## src/rtl/ap_pkg.sv

```systemverilog
package ap_pkg;
  localparam int unsigned BYTE_BITS = 8;

  typedef enum logic [1:0] {
    CMD_START = 2'd0,
    CMD_BYTE  = 2'd1,
    CMD_STOP  = 2'd2
  } ap_cmd_e;

  typedef enum logic [1:0] {
    ENG_IDLE,
    ENG_START,
    ENG_BYTE,
    ENG_STOP
  } ap_eng_e;

  typedef enum logic [2:0] {
    PS_IDLE,
    PS_START,
    PS_CTRL,
    PS_HOLD,
    PS_STOP
  } ap_poll_e;
endpackage

```

## src/rtl/ap_tick_gen.sv

```systemverilog
module ap_tick_gen #(
  parameter int unsigned CLK_DIV = 125
) (
  input  logic clk_i,
  input  logic rst_ni,
  input  logic en_i,
  output logic tick_o
);
  localparam int unsigned CW = (CLK_DIV > 1) ? $clog2(CLK_DIV) : 1;
  localparam logic [CW-1:0] LAST = CW'(CLK_DIV - 1);

  logic [CW-1:0] cnt_q;

  always_ff @(posedge clk_i or negedge rst_ni) begin
    if (!rst_ni)            cnt_q <= '0;
    else if (!en_i)         cnt_q <= '0;
    else if (cnt_q == LAST) cnt_q <= '0;
    else                    cnt_q <= cnt_q + 1'b1;
  end

  assign tick_o = en_i && (cnt_q == LAST);

  AST_TICK_RESTART: assert property (@(posedge clk_i) disable iff (!rst_ni)
    $rose(en_i) |-> (cnt_q == '0));
endmodule

```

## src/rtl/ap_bit_engine.sv

```systemverilog
module ap_bit_engine
  import ap_pkg::*;
(
  input  logic       clk_i,
  input  logic       rst_ni,
  input  logic       tick_i,
  input  logic       cmd_valid_i,
  input  ap_cmd_e    cmd_i,
  input  logic [7:0] byte_i,
  input  logic       sda_i,
  output logic       active_o,
  output logic       done_o,
  output logic       ack_o,
  output logic       scl_oe_o,
  output logic       sda_oe_o
);
  localparam logic [3:0] ACK_BIT = 4'(BYTE_BITS);

  ap_eng_e    st_q;
  logic [1:0] phase_q;
  logic [3:0] bit_q;
  logic [7:0] sh_q;
  logic       scl_oe_q, sda_oe_q, ack_q, done_q;
  logic [1:0] sda_sync_q;
  logic       sda_s;

  always_ff @(posedge clk_i or negedge rst_ni) begin
    if (!rst_ni) sda_sync_q <= 2'b11;
    else         sda_sync_q <= {sda_sync_q[0], sda_i};
  end
  assign sda_s = sda_sync_q[1];

  always_ff @(posedge clk_i or negedge rst_ni) begin
    if (!rst_ni) begin
      st_q     <= ENG_IDLE;
      phase_q  <= '0;
      bit_q    <= '0;
      sh_q     <= '0;
      scl_oe_q <= 1'b0;
      sda_oe_q <= 1'b0;
      ack_q    <= 1'b0;
      done_q   <= 1'b0;
    end else begin
      done_q <= 1'b0;
      if (st_q == ENG_IDLE) begin
        if (cmd_valid_i) begin
          sh_q    <= byte_i;
          phase_q <= '0;
          bit_q   <= '0;
          unique case (cmd_i)
            CMD_START: st_q <= ENG_START;
            CMD_BYTE:  st_q <= ENG_BYTE;
            default:   st_q <= ENG_STOP;
          endcase
        end
      end else if (tick_i) begin
        phase_q <= phase_q + 1'b1;
        unique case (phase_q)
          2'd0: begin
            // SCL is low here (or idle-high with SDA already released)
            if (st_q == ENG_START)     sda_oe_q <= 1'b0;
            else if (st_q == ENG_STOP) sda_oe_q <= 1'b1;
            else                       sda_oe_q <= (bit_q < ACK_BIT) ? ~sh_q[7] : 1'b0;
          end
          2'd1: scl_oe_q <= 1'b0;
          2'd2: begin
            if (st_q == ENG_START)     sda_oe_q <= 1'b1;
            else if (st_q == ENG_STOP) sda_oe_q <= 1'b0;
            else if (bit_q == ACK_BIT) ack_q    <= ~sda_s;
          end
          default: begin
            if (st_q != ENG_STOP) scl_oe_q <= 1'b1;
            if (st_q == ENG_BYTE && bit_q != ACK_BIT) begin
              bit_q <= bit_q + 1'b1;
              sh_q  <= {sh_q[6:0], 1'b0};
            end else begin
              st_q   <= ENG_IDLE;
              done_q <= 1'b1;
            end
          end
        endcase
      end
    end
  end

  assign active_o = (st_q != ENG_IDLE);
  assign done_o   = done_q;
  assign ack_o    = ack_q;
  assign scl_oe_o = scl_oe_q;
  assign sda_oe_o = sda_oe_q;

  AST_SDA_QUIET_SCL_HIGH: assert property (@(posedge clk_i) disable iff (!rst_ni)
    (!scl_oe_q && !$past(scl_oe_q) && (sda_oe_q != $past(sda_oe_q)))
      |-> ($past(st_q) == ENG_START || $past(st_q) == ENG_STOP));
  AST_CMD_ONLY_IDLE: assert property (@(posedge clk_i) disable iff (!rst_ni)
    cmd_valid_i |-> (st_q == ENG_IDLE));
  AST_ACK_SLOT_RELEASED: assert property (@(posedge clk_i) disable iff (!rst_ni)
    (st_q == ENG_BYTE && bit_q == ACK_BIT && !scl_oe_q) |-> !sda_oe_q);
endmodule

```

## src/rtl/ap_poll_fsm.sv

```systemverilog
module ap_poll_fsm
  import ap_pkg::*;
#(
  parameter int unsigned TRY_W = 8
) (
  input  logic             clk_i,
  input  logic             rst_ni,
  input  logic             start_poll_i,
  input  logic             stop_req_i,
  input  logic [6:0]       dev_addr_i,
  input  logic [TRY_W-1:0] max_tries_i,
  input  logic             eng_done_i,
  input  logic             eng_ack_i,
  output logic             cmd_valid_o,
  output ap_cmd_e          cmd_o,
  output logic [7:0]       cmd_byte_o,
  output logic             busy_o,
  output logic             ready_o,
  output logic             timeout_o
);
  ap_poll_e         st_q;
  logic [6:0]       addr_q;
  logic [TRY_W-1:0] lim_q, tries_q;
  logic             cmd_valid_q, tmo_pend_q, timeout_q;
  ap_cmd_e          cmd_q;
  logic             at_limit;

  assign at_limit = (lim_q != '0) && (tries_q == lim_q);

  always_ff @(posedge clk_i or negedge rst_ni) begin
    if (!rst_ni) begin
      st_q        <= PS_IDLE;
      addr_q      <= '0;
      lim_q       <= '0;
      tries_q     <= '0;
      cmd_valid_q <= 1'b0;
      cmd_q       <= CMD_START;
      tmo_pend_q  <= 1'b0;
      timeout_q   <= 1'b0;
    end else begin
      cmd_valid_q <= 1'b0;
      unique case (st_q)
        PS_IDLE: if (start_poll_i) begin
          addr_q      <= dev_addr_i;
          lim_q       <= max_tries_i;
          tries_q     <= '0;
          tmo_pend_q  <= 1'b0;
          timeout_q   <= 1'b0;
          cmd_q       <= CMD_START;
          cmd_valid_q <= 1'b1;
          st_q        <= PS_START;
        end
        PS_START: if (eng_done_i) begin
          cmd_q       <= CMD_BYTE;
          cmd_valid_q <= 1'b1;
          tries_q     <= tries_q + 1'b1;
          st_q        <= PS_CTRL;
        end
        PS_CTRL: if (eng_done_i) begin
          if (eng_ack_i) begin
            st_q <= PS_HOLD;
          end else if (at_limit) begin
            cmd_q       <= CMD_STOP;
            cmd_valid_q <= 1'b1;
            tmo_pend_q  <= 1'b1;
            st_q        <= PS_STOP;
          end else begin
            cmd_q       <= CMD_START;
            cmd_valid_q <= 1'b1;
            st_q        <= PS_START;
          end
        end
        PS_HOLD: if (stop_req_i) begin
          cmd_q       <= CMD_STOP;
          cmd_valid_q <= 1'b1;
          st_q        <= PS_STOP;
        end
        default: if (eng_done_i) begin
          timeout_q <= tmo_pend_q;
          st_q      <= PS_IDLE;
        end
      endcase
    end
  end

  assign cmd_valid_o = cmd_valid_q;
  assign cmd_o       = cmd_q;
  assign cmd_byte_o  = {addr_q, 1'b0};
  assign busy_o      = (st_q != PS_IDLE) && (st_q != PS_HOLD);
  assign ready_o     = (st_q == PS_HOLD);
  assign timeout_o   = timeout_q;

  AST_TIMEOUT_AT_LIMIT: assert property (@(posedge clk_i) disable iff (!rst_ni)
    $rose(timeout_q) |-> (lim_q != '0 && tries_q == lim_q));
  AST_TRIES_BOUNDED: assert property (@(posedge clk_i) disable iff (!rst_ni)
    (lim_q != '0) |-> (tries_q <= lim_q));
  AST_NO_STOP_ON_NACK: assert property (@(posedge clk_i) disable iff (!rst_ni)
    (st_q == PS_CTRL && eng_done_i && !eng_ack_i && !at_limit)
      |=> (cmd_valid_q && cmd_q == CMD_START));
endmodule

```

## src/rtl/ack_poll_seq.sv

```systemverilog
module ack_poll_seq
  import ap_pkg::*;
#(
  parameter int unsigned CLK_DIV = 125,
  parameter int unsigned TRY_W   = 8
) (
  input  logic             clk_i,
  input  logic             rst_ni,
  input  logic             start_poll_i,
  input  logic             stop_req_i,
  input  logic [6:0]       dev_addr_i,
  input  logic [TRY_W-1:0] max_tries_i,
  input  logic             sda_i,
  output logic             scl_oe_o,
  output logic             sda_oe_o,
  output logic             busy_o,
  output logic             ready_o,
  output logic             timeout_o
);
  logic       tick, eng_active, eng_done, eng_ack, cmd_valid;
  ap_cmd_e    cmd;
  logic [7:0] cmd_byte;

  ap_tick_gen #(.CLK_DIV(CLK_DIV)) u_tick (
    .clk_i (clk_i),
    .rst_ni(rst_ni),
    .en_i  (eng_active),
    .tick_o(tick)
  );

  ap_bit_engine u_eng (
    .clk_i      (clk_i),
    .rst_ni     (rst_ni),
    .tick_i     (tick),
    .cmd_valid_i(cmd_valid),
    .cmd_i      (cmd),
    .byte_i     (cmd_byte),
    .sda_i      (sda_i),
    .active_o   (eng_active),
    .done_o     (eng_done),
    .ack_o      (eng_ack),
    .scl_oe_o   (scl_oe_o),
    .sda_oe_o   (sda_oe_o)
  );

  ap_poll_fsm #(.TRY_W(TRY_W)) u_fsm (
    .clk_i       (clk_i),
    .rst_ni      (rst_ni),
    .start_poll_i(start_poll_i),
    .stop_req_i  (stop_req_i),
    .dev_addr_i  (dev_addr_i),
    .max_tries_i (max_tries_i),
    .eng_done_i  (eng_done),
    .eng_ack_i   (eng_ack),
    .cmd_valid_o (cmd_valid),
    .cmd_o       (cmd),
    .cmd_byte_o  (cmd_byte),
    .busy_o      (busy_o),
    .ready_o     (ready_o),
    .timeout_o   (timeout_o)
  );

  AST_HOLD_BUS: assert property (@(posedge clk_i) disable iff (!rst_ni)
    ready_o |-> (scl_oe_o && !sda_oe_o));
  AST_IDLE_RELEASED: assert property (@(posedge clk_i) disable iff (!rst_ni)
    (!busy_o && !ready_o) |-> (!scl_oe_o && !sda_oe_o));
  AST_ENGINE_QUIET_IDLE: assert property (@(posedge clk_i) disable iff (!rst_ni)
    (!busy_o && !ready_o) |-> !eng_active);
endmodule

```

## config.mk

```make
export PLATFORM = sky130hd
export DESIGN_NAME = ack_poll_seq
export DESIGN_NICKNAME = d
export VERILOG_FILES = /design/src/rtl/ap_pkg.sv /design/src/rtl/ap_tick_gen.sv /design/src/rtl/ap_bit_engine.sv /design/src/rtl/ap_poll_fsm.sv /design/src/rtl/ack_poll_seq.sv
export SDC_FILE = /design/constraint.sdc
export NUM_CORES = 1
export LEC_CHECK = 0
export ABC_AREA = 1
export BUFFER_PORTS_ARGS = -buffer_cell sky130_fd_sc_hd__buf_2
export CAP_MARGIN = 20
export CORE_MARGIN = 2
export CORE_UTILIZATION = 40
export CTS_CLUSTER_DIAMETER = 40
export DETAILED_ROUTE_END_ITERATION = 8
export GPL_TIMING_DRIVEN = 0
export MAX_ROUTING_LAYER = met4
export SLEW_MARGIN = 20
export SYNTH_ARGS = -nofsm -noshare
export SYNTH_HDL_FRONTEND = slang
export SYNTH_SLANG_ARGS = --single-unit
```

## constraint.sdc

```tcl
create_clock -name clk_i -period 1.95 [get_ports clk_i]
set_clock_uncertainty 0.05 [all_clocks]
set_input_delay 0.0975 -clock clk_i [delete_from_list [all_inputs] [get_ports clk_i]]
set_output_delay 0.0975 -clock clk_i [all_outputs]
set_load 0.01 [all_outputs]
```

# After elaboration in Yosys (flattened, before gate mapping)
# Cells that the tools add are included.
classes:
  shift: 0
  n_div: 0
  n_lt_le_gt_ge: 1
  muxes: 64
  eq_ne: 25
  add_sub_neg: 4
  mul: 0
  reduce_logical: 35
  n_bitwise: 7
ops:
  columns: ["operator", "count"]
  rows:
  - ["$mux W8", 7]
  - ["$mux W2", 14]
  - ["$mux W3", 7]
  - ["$mux W1", 20]
  - ["$mux W4", 5]
  - ["$pmux W8 S2", 1]
  - ["$reduce_and A4 Y1", 4]
  - ["$reduce_bool A2 Y1", 8]
  - ["$mux W7", 2]
  - ["$ne A2 B2 Y1 const B", 6]
  - ["$pmux W3 S4", 1]
  - ["$reduce_and A6 Y1", 2]
  - ["$reduce_and A5 Y1", 2]
  - ["$add A8 B1 Y8 const B", 1]
  - ["$eq A8 B8 Y1", 1]
  - ["$ne A2 B1 Y1 const B", 4]
  - ["$pmux W1 S2", 4]
  - ["$pmux W2 S4", 1]
  - ["$reduce_bool A8 Y1", 1]
  - ["$add A7 B1 Y7 const B", 1]
  - ["$eq A7 B7 Y1 const B", 1]
  - ["$not A1 Y1", 7]
  - ["$eq A2 B1 Y1 const B", 3]
  - ["$eq A2 B2 Y1 const B", 3]
  - ["20 further kinds", 30]
totals:
  latch_bits: 0
  mem_bits_rw: 0
  n_memories: 0
  output_inout_bits: 5
  romBits: 0
  register_bits: 60

# Logic depth before layout (Yosys ltp)
# Gate-level depths: netlist (run 1).
logic_depth:
  word_depth: 6
  mapped_depth: 10
  ltp_nobuf: 10

# Cells and area by module
# A second synthesis (run 1) with hierarchy kept.
unflattened:
  hier_cells: 412
  hier_area_um2: 3301.9
by_module_without_submodules:
  columns: ["module", "area_each_um2", "cells_per_inst", "seq_area_each_um2", "instances"]
  rows:
  - ["ap_poll_fsm", 1589.0, 205, 775.7, 1]
  - ["ap_bit_engine", 1325.0, 161, 553.0, 1]
  - ["ap_tick_gen", 387.9, 46, 175.2, 1]

# Least setup slack after synthesis (run 1)
# OpenSTA, ideal clock, no wires.
synth_path:
  path_type: "register to register"
  from: "reg u_fsm.st_q[2]"
  to: "reg u_fsm.st_q[1]"
  setup_time_ns: 0.118
  path_buffers: 0
  slack_ns: 0.557
  required_ns: 1.782
  path_stages_with_launch: 10
  synth_period_minus_slack_ns: 1.393
  t_arrival_ns: 1.225
  cell_sequence: "dfrtp_1 inv_2 nand2_2 nor2_4 inv_2 nand2_2 nor2_2 or2_4 nand2_1 o21ai_2"
synth_via:
  elab_chain_cells: 3
synth_rtl:
  columns: ["item", "line", "rtl"]
  rows:
  - ["from (decl)", "ap_poll_fsm.sv:21", "ap_poll_e st_q;"]
  - ["from (signal assigned)", "ap_poll_fsm.sv:32", "st_q <= PS_IDLE;"]
  - ["from (signal assigned)", "ap_poll_fsm.sv:51", "st_q <= PS_START;"]
  - ["from (signal assigned)", "ap_poll_fsm.sv:57", "st_q <= PS_CTRL;"]
  - ["$eq A3 B2 Y1 (tied with other cells)", "ap_poll_fsm.sv:42", "unique case (st_q)"]
  - ["$ne A2 B2 Y1 (no line) / $reduce_bool A3 Y1 (equally long branches)", null, null]
  - ["$reduce_and A5 Y1 (no line)", null, null]
# Parallel ways exist; a longest one is shown, timed or not.
# A chain may end at the register's enable or synchronous reset.

# Final worst setup path (run 1)
layout_path:
  from: "reg u_eng.bit_q[0]"
  to: "reg u_eng.bit_q[3]"
layout_via:
  elab_chain_cells: 5
layout_rtl:
  columns: ["item", "line", "rtl"]
  rows:
  - ["from (decl)", "ap_bit_engine.sv:21", "logic [3:0] bit_q;"]
  - ["from (signal assigned)", "ap_bit_engine.sv:74", "bit_q <= bit_q + 1'b1;"]
  - ["$add A4 B1 Y4", "ap_bit_engine.sv:74", null]
  - ["$mux W4", "ap_bit_engine.sv:73", "if (st_q == ENG_BYTE && bit_q != ACK_BIT) begin"]
  - ["$mux W4", "ap_bit_engine.sv:58", "unique case (phase_q)"]
  - ["$mux W4", "ap_bit_engine.sv:56", "end else if (tick_i) begin"]
  - ["$mux W4", "ap_bit_engine.sv:45", "if (st_q == ENG_IDLE) begin"]
# Parallel ways exist; a longest one is shown, timed or not. The select of a mux whose other input is x is not followed.

==> impl_metrics.py, run 1 <==
metrics = {
    "run_status": {
        "status": "complete, no violations",
    },
    "sta": {
        "rsz0062_at_grt": "false",
        "hold_slack_ps": 76.2,
        "maxSlewViolCount": 0,
        "max_freq_ghz": 0.625,
        "slew_headroom": 0.512,
        "finalSetupViolations": 0,
        "hold_viol_final": 0,
        "period_share": 0.820,
        "tightest_slew_ps": 732,
        "fin_setup_tns_ps": 0,
        "min_period_ps": 1600,
    },
    "finish": {
        "drive_above_1_share": 0.184,
        "seq_area_um2": 1480,
        "multi_input_area_um2": 1320,
        "stdcell_count": 513,
        "antenna_cells": 0,
        "fin_util": 0.500,
        "fill_cells": 733,
        "final_cell_mix": "87 x nand2_1, 57 x dfrtp_1, 44 x inv_1",
        "nNetsFinal": 438,
        "syn_to_final_growth_pct": 20.9,
        "final_common_cell": "nand2_1",
    },
    "grt": {
        "grtUsageTotal": 0.168,
        "grt_pass1_wl_mm": 10.8,
        "grt_max_degree": 60,
        "grt_pass1_vias": 2456,
        "antenna_found_initial": 0,
        "grt-ovfl-total": 0,
    },
    "power": {
        "p_leak_nw": 1.80,
        "ir_drop_mv": 0.600,
        "powerDensity_nw_per_um2": 1220,
    },
    "synth": {
        "synth_mux_area_frac": 0,
        "synth_simple_gate_area_share": 0.258,
        "ys_warn_count": 0,
        "synthDominantCellAreaShare": 0.473,
        "syn_nets": 386,
        "ys_types": 34,
        "ys_seq_area_frac": 0.490,
        "ys_async_sr_fraction": 1.00,
        "synthAdderAreaFrac": 0.0373,
        "synth-compound-area-share": 0.112,
        "synth_area_um2": 3020,
        "synth_top_family_by_area": "simple AND/OR/NAND/NOR gates",
        "synth_edf_count": 0,
        "synth_area_leaders": "dfrtp_1 47%, nand2_1 11%, inv_1 5.5%",
        "synth_seq_cells": 59,
        "synth_xor_area_frac": 0.0290,
        "syn_inst": 357,
        "ys.flop_type": "dfrtp_1",
        "avgSynthCellArea_um2": 8.45,
        "yosysTopAreaCell": "dfrtp_1",
    },
    "clock_tree": {
        "cts_max_path_buffers": 2,
        "cts.clk_slew.worst_paths_ps": 70,
        "clock_latency_ps": 330,
        "postCtsSetupBuffers": 0,
        "cts_tree": "built",
        "cts_buffers": 9,
        "post_cts_resized": 0,
        "root_buffer": "clkbuf_8",
        "cts_sinks": 59,
        "htreeDepth": 3,
    },
    "worst_setup_path": {
        "slowest_delay_ps": 390,
        "start_kind": "flip-flop",
        "cp_slowest_cell": "dfrtp_1",
        "crit_chain": "inv_1 -> ha_1 -> nand4_1 -> nand3_2 -> inv_2 -> nand2_2 -> o31ai_1",
        "regToRegSetupSlack_ps": 350,
        "rr_startpoint": "u_eng.bit_q[0]$_DFFE_PN0P_",
        "setup.worst_path.class": "flip-flop to flip-flop",
        "crit_arrival_ps": 1780,
        "endpoint_kind": "flip-flop",
        "critical_path.top_delay_family": "simple AND/OR/NAND/NOR gates",
        "critPathMaxFanout": 9,
        "cp.required_ps": 2130,
        "cp_num_buf_inv": 2,
        "reg2regPathDepth": 7,
        "r2r_end": "u_eng.bit_q[3]$_DFFE_PN0P_",
    },
    "die": {
        "die_w_um": 90.8,
        "start_util": 0.414,
        "coreArea_um2": 7290,
        "die_y_um": 90.8,
        "ios": 25,
        "rows": 31,
        "design.die.area_um2": 8250,
    },
    "placed_design": {
        "dp.cells": 480,
        "port_buffers": 24,
        "hpwlAfterDp_mm": 4.14,
        "place.gp.congestion": 0.767,
    },
    "min_path": {
        "hp-class": "input pin to flip-flop",
        "min_from": "start_poll_i",
        "holdPathEnd": "u_fsm.tries_q[3]$_DFFE_PN0P_",
        "min_path_cells": 4,
    },
    "drt": {
        "dr.pass1.iters": 5,
        "vias": 2409,
        "first_iter_violations": 142,
        "ant_nets": 0,
        "drc": 0,
        "drt_wl_total_mm": 5.89,
        "avgRoutedWirePerCell_um": 11.5,
        "avgViaCountPerCell": 4.70,
    },
    "job": {
        "cap_violations": 0,
    },
}
worst min-delay path: cells and delay by family:
kind	cells	cell delay [ps]
compound gates	2	130
buf+inv	1	110
simple gates	1	80
synthesized netlist by cell type (2+ instances only):
| library cell | count |
|---|---|
| a211oi_1 | 2 |
| a21oi_1 | 8 |
| buf_4 | 3 |
| dfrtp_1 | 57 |
| dfstp_2 | 2 |
| ha_1 | 9 |
| inv_1 | 44 |
| inv_2 | 8 |
| nand2_1 | 87 |
| nand2_2 | 8 |
| nand2_4 | 3 |
| nand3_1 | 15 |
| nand3_2 | 3 |
| nand4_1 | 6 |
| nor2_1 | 30 |
| nor2_4 | 2 |
| nor3_1 | 4 |
| nor3b_1 | 2 |
| o211ai_1 | 4 |
| o21ai_0 | 21 |
| o21ai_1 | 15 |
| o31ai_1 | 4 |
| xnor2_1 | 6 |
| xor2_1 | 4 |
layer usage:
layer,GRT usage,vias to the layer above,share of wire
li1,-,1252,-
met1,0.203,1117,0.49
met2,0.274,36,0.48
met3,0.0492,4,0.032
met4,0.0480,0,0.0066
met5,-,-,0
repair_timing:
item	in CTS	in global routing
endpoints found under the setup margin	0	0
hold endpoints to repair	73	0
hold buffers	17	0
per-stage QoR:
stage | total power, mW | setup WS, ps | cell area, µm²
detailed placement | 3.29 | 373 | 3260
global route | 4.83 | 123 | 3650
global placement | 3.25 | 385 | 3260
finish | 4.44 | 350 | 3650
CTS | 4.51 | 330 | 3650
floorplan | 2.93 | 557 | 3020
logic make-up (layout without fill, tap and decap cells):
| kind of cell | Yosys count | after routing |
|---|---|---|
| compound gates | 58 | 58 |
| xor+xnor | 10 | 10 |
| fa+ha+maj | 9 | 9 |
| buf+inv | 56 | 113 |
| flops | 59 | 59 |
| simple gates | 165 | 165 |
where the power goes:
group | total (mW) | switching [mW] | leakage (nW) | internal, mW
combinational | 1.45 | 0.882 | 0.924 | 0.571
clock | 1.17 | 0.480 | 0.108 | 0.690
sequential | 1.82 | 0.254 | 0.766 | 1.57
total | 4.44 | 1.62 | 1.80 | 2.83
registers in the layout (all words and copies together), names as in the netlist:
register,flops
u_fsm.lim_q,8
u_tick.cnt_q,7
u_fsm.tries_q,8
u_eng.done_o,1
u_eng.phase_q,2
u_eng.ack_o,1
u_fsm.tmo_pend_q,1
u_eng.bit_q,4
u_eng.sda_sync_q,2
u_eng.sh_q,7
u_fsm.addr_q,7
u_fsm.cmd_o,2
u_fsm.st_q,3
u_eng.sda_oe_o,1
u_eng.st_q,2
u_eng.scl_oe_o,1
u_fsm.cmd_valid_o,1
u_fsm.timeout_o,1
area by class of cell:
class | instances | area share
Buffer | 4 | 0.00755
Clock buffer | 12 | 0.0453
Clock inverter | 4 | 0.0130
Inverter | 52 | 0.0535
Multi-Input combinational cell | 242 | 0.361
Sequential cell | 59 | 0.406
Tap cell | 99 | 0.0340
Timing Repair Buffer | 41 | 0.0803
worst max-delay path by stage:
stage | cells after the start | slack, ps | endpoint | start
final | 7 | 350 | u_eng.bit_q[3]$_DFFE_PN0P_ | u_eng.bit_q[0]$_DFFE_PN0P_
after global routing | 7 | 120 | u_eng.bit_q[3]$_DFFE_PN0P_ | u_eng.bit_q[0]$_DFFE_PN0P_
after CTS | 7 | 330 | u_eng.bit_q[3]$_DFFE_PN0P_ | u_eng.bit_q[0]$_DFFE_PN0P_
after detailed placement | 7 | 370 | u_eng.ack_o$_DFFE_PN0P_ | u_eng.phase_q[0]$_DFFE_PN0P_
after global placement | 6 | 380 | u_fsm.tries_q[3]$_DFFE_PN0P_ | u_fsm.st_q[1]$_DFFE_PN0P_
after floorplan | 9 | 560 | u_fsm.st_q[1]$_DFFE_PN0P_ | u_fsm.st_q[2]$_DFFE_PN0P_
Note: power is estimated with default switching activity, not from simulation.
==> run 2: changes to the inputs <==
Settings changed: ABC_AREA 1 to 0.
Clock period 1.95 ns to 1.5 ns, I/O delays scaled along.
==> impl_metrics.py, run 2 <==
metrics = {
    "synth": {
        "synth_edf_count": 0,
        "ys_seq_area_frac": 0.499,
        "syn_nets": 312,
        "avgSynthCellArea_um2": 10.5,
        "synth_most_common_cell": "dfrtp_1",
        "synthDominantCellAreaShare": 0.482,
        "ys_warn_count": 0,
        "syn_inst": 283,
        "synth_area_leaders": "dfrtp_1 48%, mux2_2 8.4%, nand2_1 5.1%",
        "ys_types": 53,
        "synth_area_um2": 2960,
        "yosysTopAreaCell": "dfrtp_1",
        "ys_async_sr_fraction": 1.00,
        "synth_seq_cells": 59,
        "yosys-top-cells-count": "57 x dfrtp_1, 40 x nand2_1, 22 x mux2_2",
        "ys.flop_type": "dfrtp_1",
    },
    "power": {
        "powerDensity_nw_per_um2": 869,
        "ir_drop_mv": 0.700,
        "power_mw": 3.62,
        "clock_power_share": 0.459,
        "p_switching_uw": 894,
        "combPwrFrac": 0.086,
        "p_leak_nw": 1.98,
        "power_frac_seq": 0.454,
        "swShare": 0.247,
        "internal_power_mw": 2.73,
    },
    "finish": {
        "final_common_cell": "dfrtp_1",
        "stdcell_count": 466,
        "fin_util": 0.578,
        "antenna_cells": 0,
        "drive_above_1_share": 0.401,
        "final_area_um2": 4170,
        "syn_to_final_growth_pct": 40.7,
        "multi_input_area_um2": 1650,
        "fill_cells": 622,
        "nNetsFinal": 391,
        "final_cell_mix": "55 x dfrtp_1, 37 x nand2_1, 25 x buf_4",
        "reg_top3": "u_fsm.lim_q (8), u_fsm.tries_q (8)",
        "seq_area_um2": 1480,
    },
    "die": {
        "start_util": 0.411,
        "die_w_um": 90.0,
        "die_y_um": 90.0,
        "design.die.area_um2": 8110,
        "ios": 25,
        "coreArea_um2": 7210,
        "rows": 31,
    },
    "sta": {
        "slew_headroom": 0.500,
        "period_share": 1.29,
        "rsz0062_at_grt": "true",
        "hold_slack_ps": 106,
        "min_period_ps": 1940,
        "tightest_slew_ps": 750,
        "maxSlewViolCount": 0,
        "setup_ws_ps": -436,
        "hold_viol_final": 0,
        "fin_setup_tns_ps": -4730,
        "max_freq_ghz": 0.517,
        "finalSetupViolations": 23,
    },
    "worst_setup_path": {
        "endpoint_kind": "flip-flop",
        "crit_arrival_ps": 2130,
        "reg2regPathDepth": 5,
        "cp.required_ps": 1690,
        "critPathMaxFanout": 9,
        "setup.worst_path.class": "flip-flop to flip-flop",
        "start_kind": "flip-flop",
    },
    "drt": {
        "drt_wl_total_mm": 6.88,
        "first_iter_violations": 120,
        "vias": 2384,
        "avgViaCountPerCell": 5.12,
        "drc": 0,
        "ant_nets": 0,
        "dr.pass1.iters": 4,
        "avgRoutedWirePerCell_um": 14.8,
    },
    "clock_tree": {
        "root_buffer": "clkbuf_8",
        "clock_latency_ps": 350,
        "htreeDepth": 3,
        "cts_tree": "built",
        "cts_buffers": 9,
        "cts_max_path_buffers": 2,
        "cts.clk_slew.worst_paths_ps": 80,
        "cts_sinks": 59,
    },
    "run_status": {
        "status": "finished with violations",
        "violations": "setup timing",
    },
    "grt": {
        "grt_max_degree": 60,
        "grt_pass1_vias": 2293,
        "antenna_found_initial": 0,
        "grtUsageTotal": 0.175,
        "grt-ovfl-total": 0,
        "grt_pass1_wl_mm": 11.1,
    },
    "placed_design": {
        "hpwlAfterDp_mm": 4.09,
        "port_buffers": 24,
        "place.gp.congestion": 0.773,
        "placed_area_um2": 3270,
        "dp_slack_ps": -614,
        "dp.cells": 406,
    },
    "min_path": {
        "min_path_cells": 3,
        "hp-class": "input pin to flip-flop",
    },
    "job": {
        "cap_violations": 0,
    },
}
run 2: changes by cell type after synthesis, moves of 5 or more:
cell | previous run | this run
mux2_2 | 0 | 22
nand2_1 | 87 | 40
inv_2 | 8 | 0
nor2_1 | 30 | 20
nand3_1 | 15 | 9
mux2i_1 | 0 | 5
o21ai_1 | 15 | 0
nand2_2 | 8 | 0
inv_1 | 44 | 15
a21oi_1 | 8 | 3
xor2_1 | 4 | 15
o21ai_0 | 21 | 13
run 2: power groups by stage:
| stage | clock (mW) | sequential [mW] | combinational, mW |
|---|---|---|---|
| 6_report | 1.66 | 1.65 | 0.312 |
| 5_1_grt | 1.77 | 1.65 | 0.343 |
| 4_1_cts | 1.69 | 1.65 | 0.281 |
| 3_5_place_dp | 0 | 1.69 | 0.185 |
| 3_3_place_gp | 0 | 1.69 | 0.181 |
| 2_1_floorplan | 0 | 1.68 | 0.105 |
run 2: worst max-delay path: stages, from the launching register on:
cell and delay (ps):
dfrtp_1 380, nand4_1 250, o31a_4 430, nor3b_4 230, buf_12 160, mux2_2 330
run 2: path summary, 6_finish.rpt:
path                                          startpoint                             to  slack (ps)
max in group asynchronous                         rst_ni      u_fsm.st_q[2]$_DFFE_PN0P_         560
min reg2reg                u_eng.sda_sync_q[0]$_DFF_PN1_  u_eng.sda_sync_q[1]$_DFF_PN1_         310
min                                           stop_req_i    u_fsm.cmd_valid_o$_DFF_PN0_         110
max reg2reg                    u_tick.cnt_q[5]$_DFF_PN0_      u_eng.sh_q[6]$_DFFE_PN0P_        -440
min in group asynchronous                         rst_ni     u_eng.bit_q[3]$_DFFE_PN0P_         270
max                            u_tick.cnt_q[5]$_DFF_PN0_      u_eng.sh_q[6]$_DFFE_PN0P_        -440
run 2: logic make-up after synthesis:
logic type | after synthesis | synth area share
xor gates and xnor gates | 19 | 0.0562
DFF | 59 | 0.499
buffers and inverters | 25 | 0.0384
adders and majority gates | 9 | 0.0380
and+or+nand+nor | 103 | 0.173
muxes | 27 | 0.101
AOI/OAI and AO/OA | 41 | 0.0946
run 2: layout make-up:
cell class                 count  share of cell area
sequential                    59               0.355
clock inverter                 7              0.0240
clock buffer                   9              0.0297
inverter                      15              0.0135
timing repair buffer          69               0.131
buffer                         9              0.0210
tap                           99              0.0297
multi-input combinational    199               0.396
run 2: repair_timing:
| action | in CTS | in global routing |
|---|---|---|
| buffers inserted | 16 | 12 |
| gates resized for setup | 27 | 41 |
| hold endpoints to repair | 73 | 0 |
| pin swaps | 13 | 23 |
| endpoints found under the setup margin | 38 | 41 |
| cloned | 0 | 0 |
| hold buffers | 17 | 0 |
run 2: layer usage:
| layer | track usage | vias up | routed length [µm] |
|---|---|---|---|
| met5 | - | - | 0 |
| met4 | 0.0615 | 0 | 106 |
| met3 | 0.0436 | 14 | 233 |
| met2 | 0.274 | 42 | 3350 |
| met1 | 0.222 | 1174 | 3190 |
| li1 | - | 1154 | - |
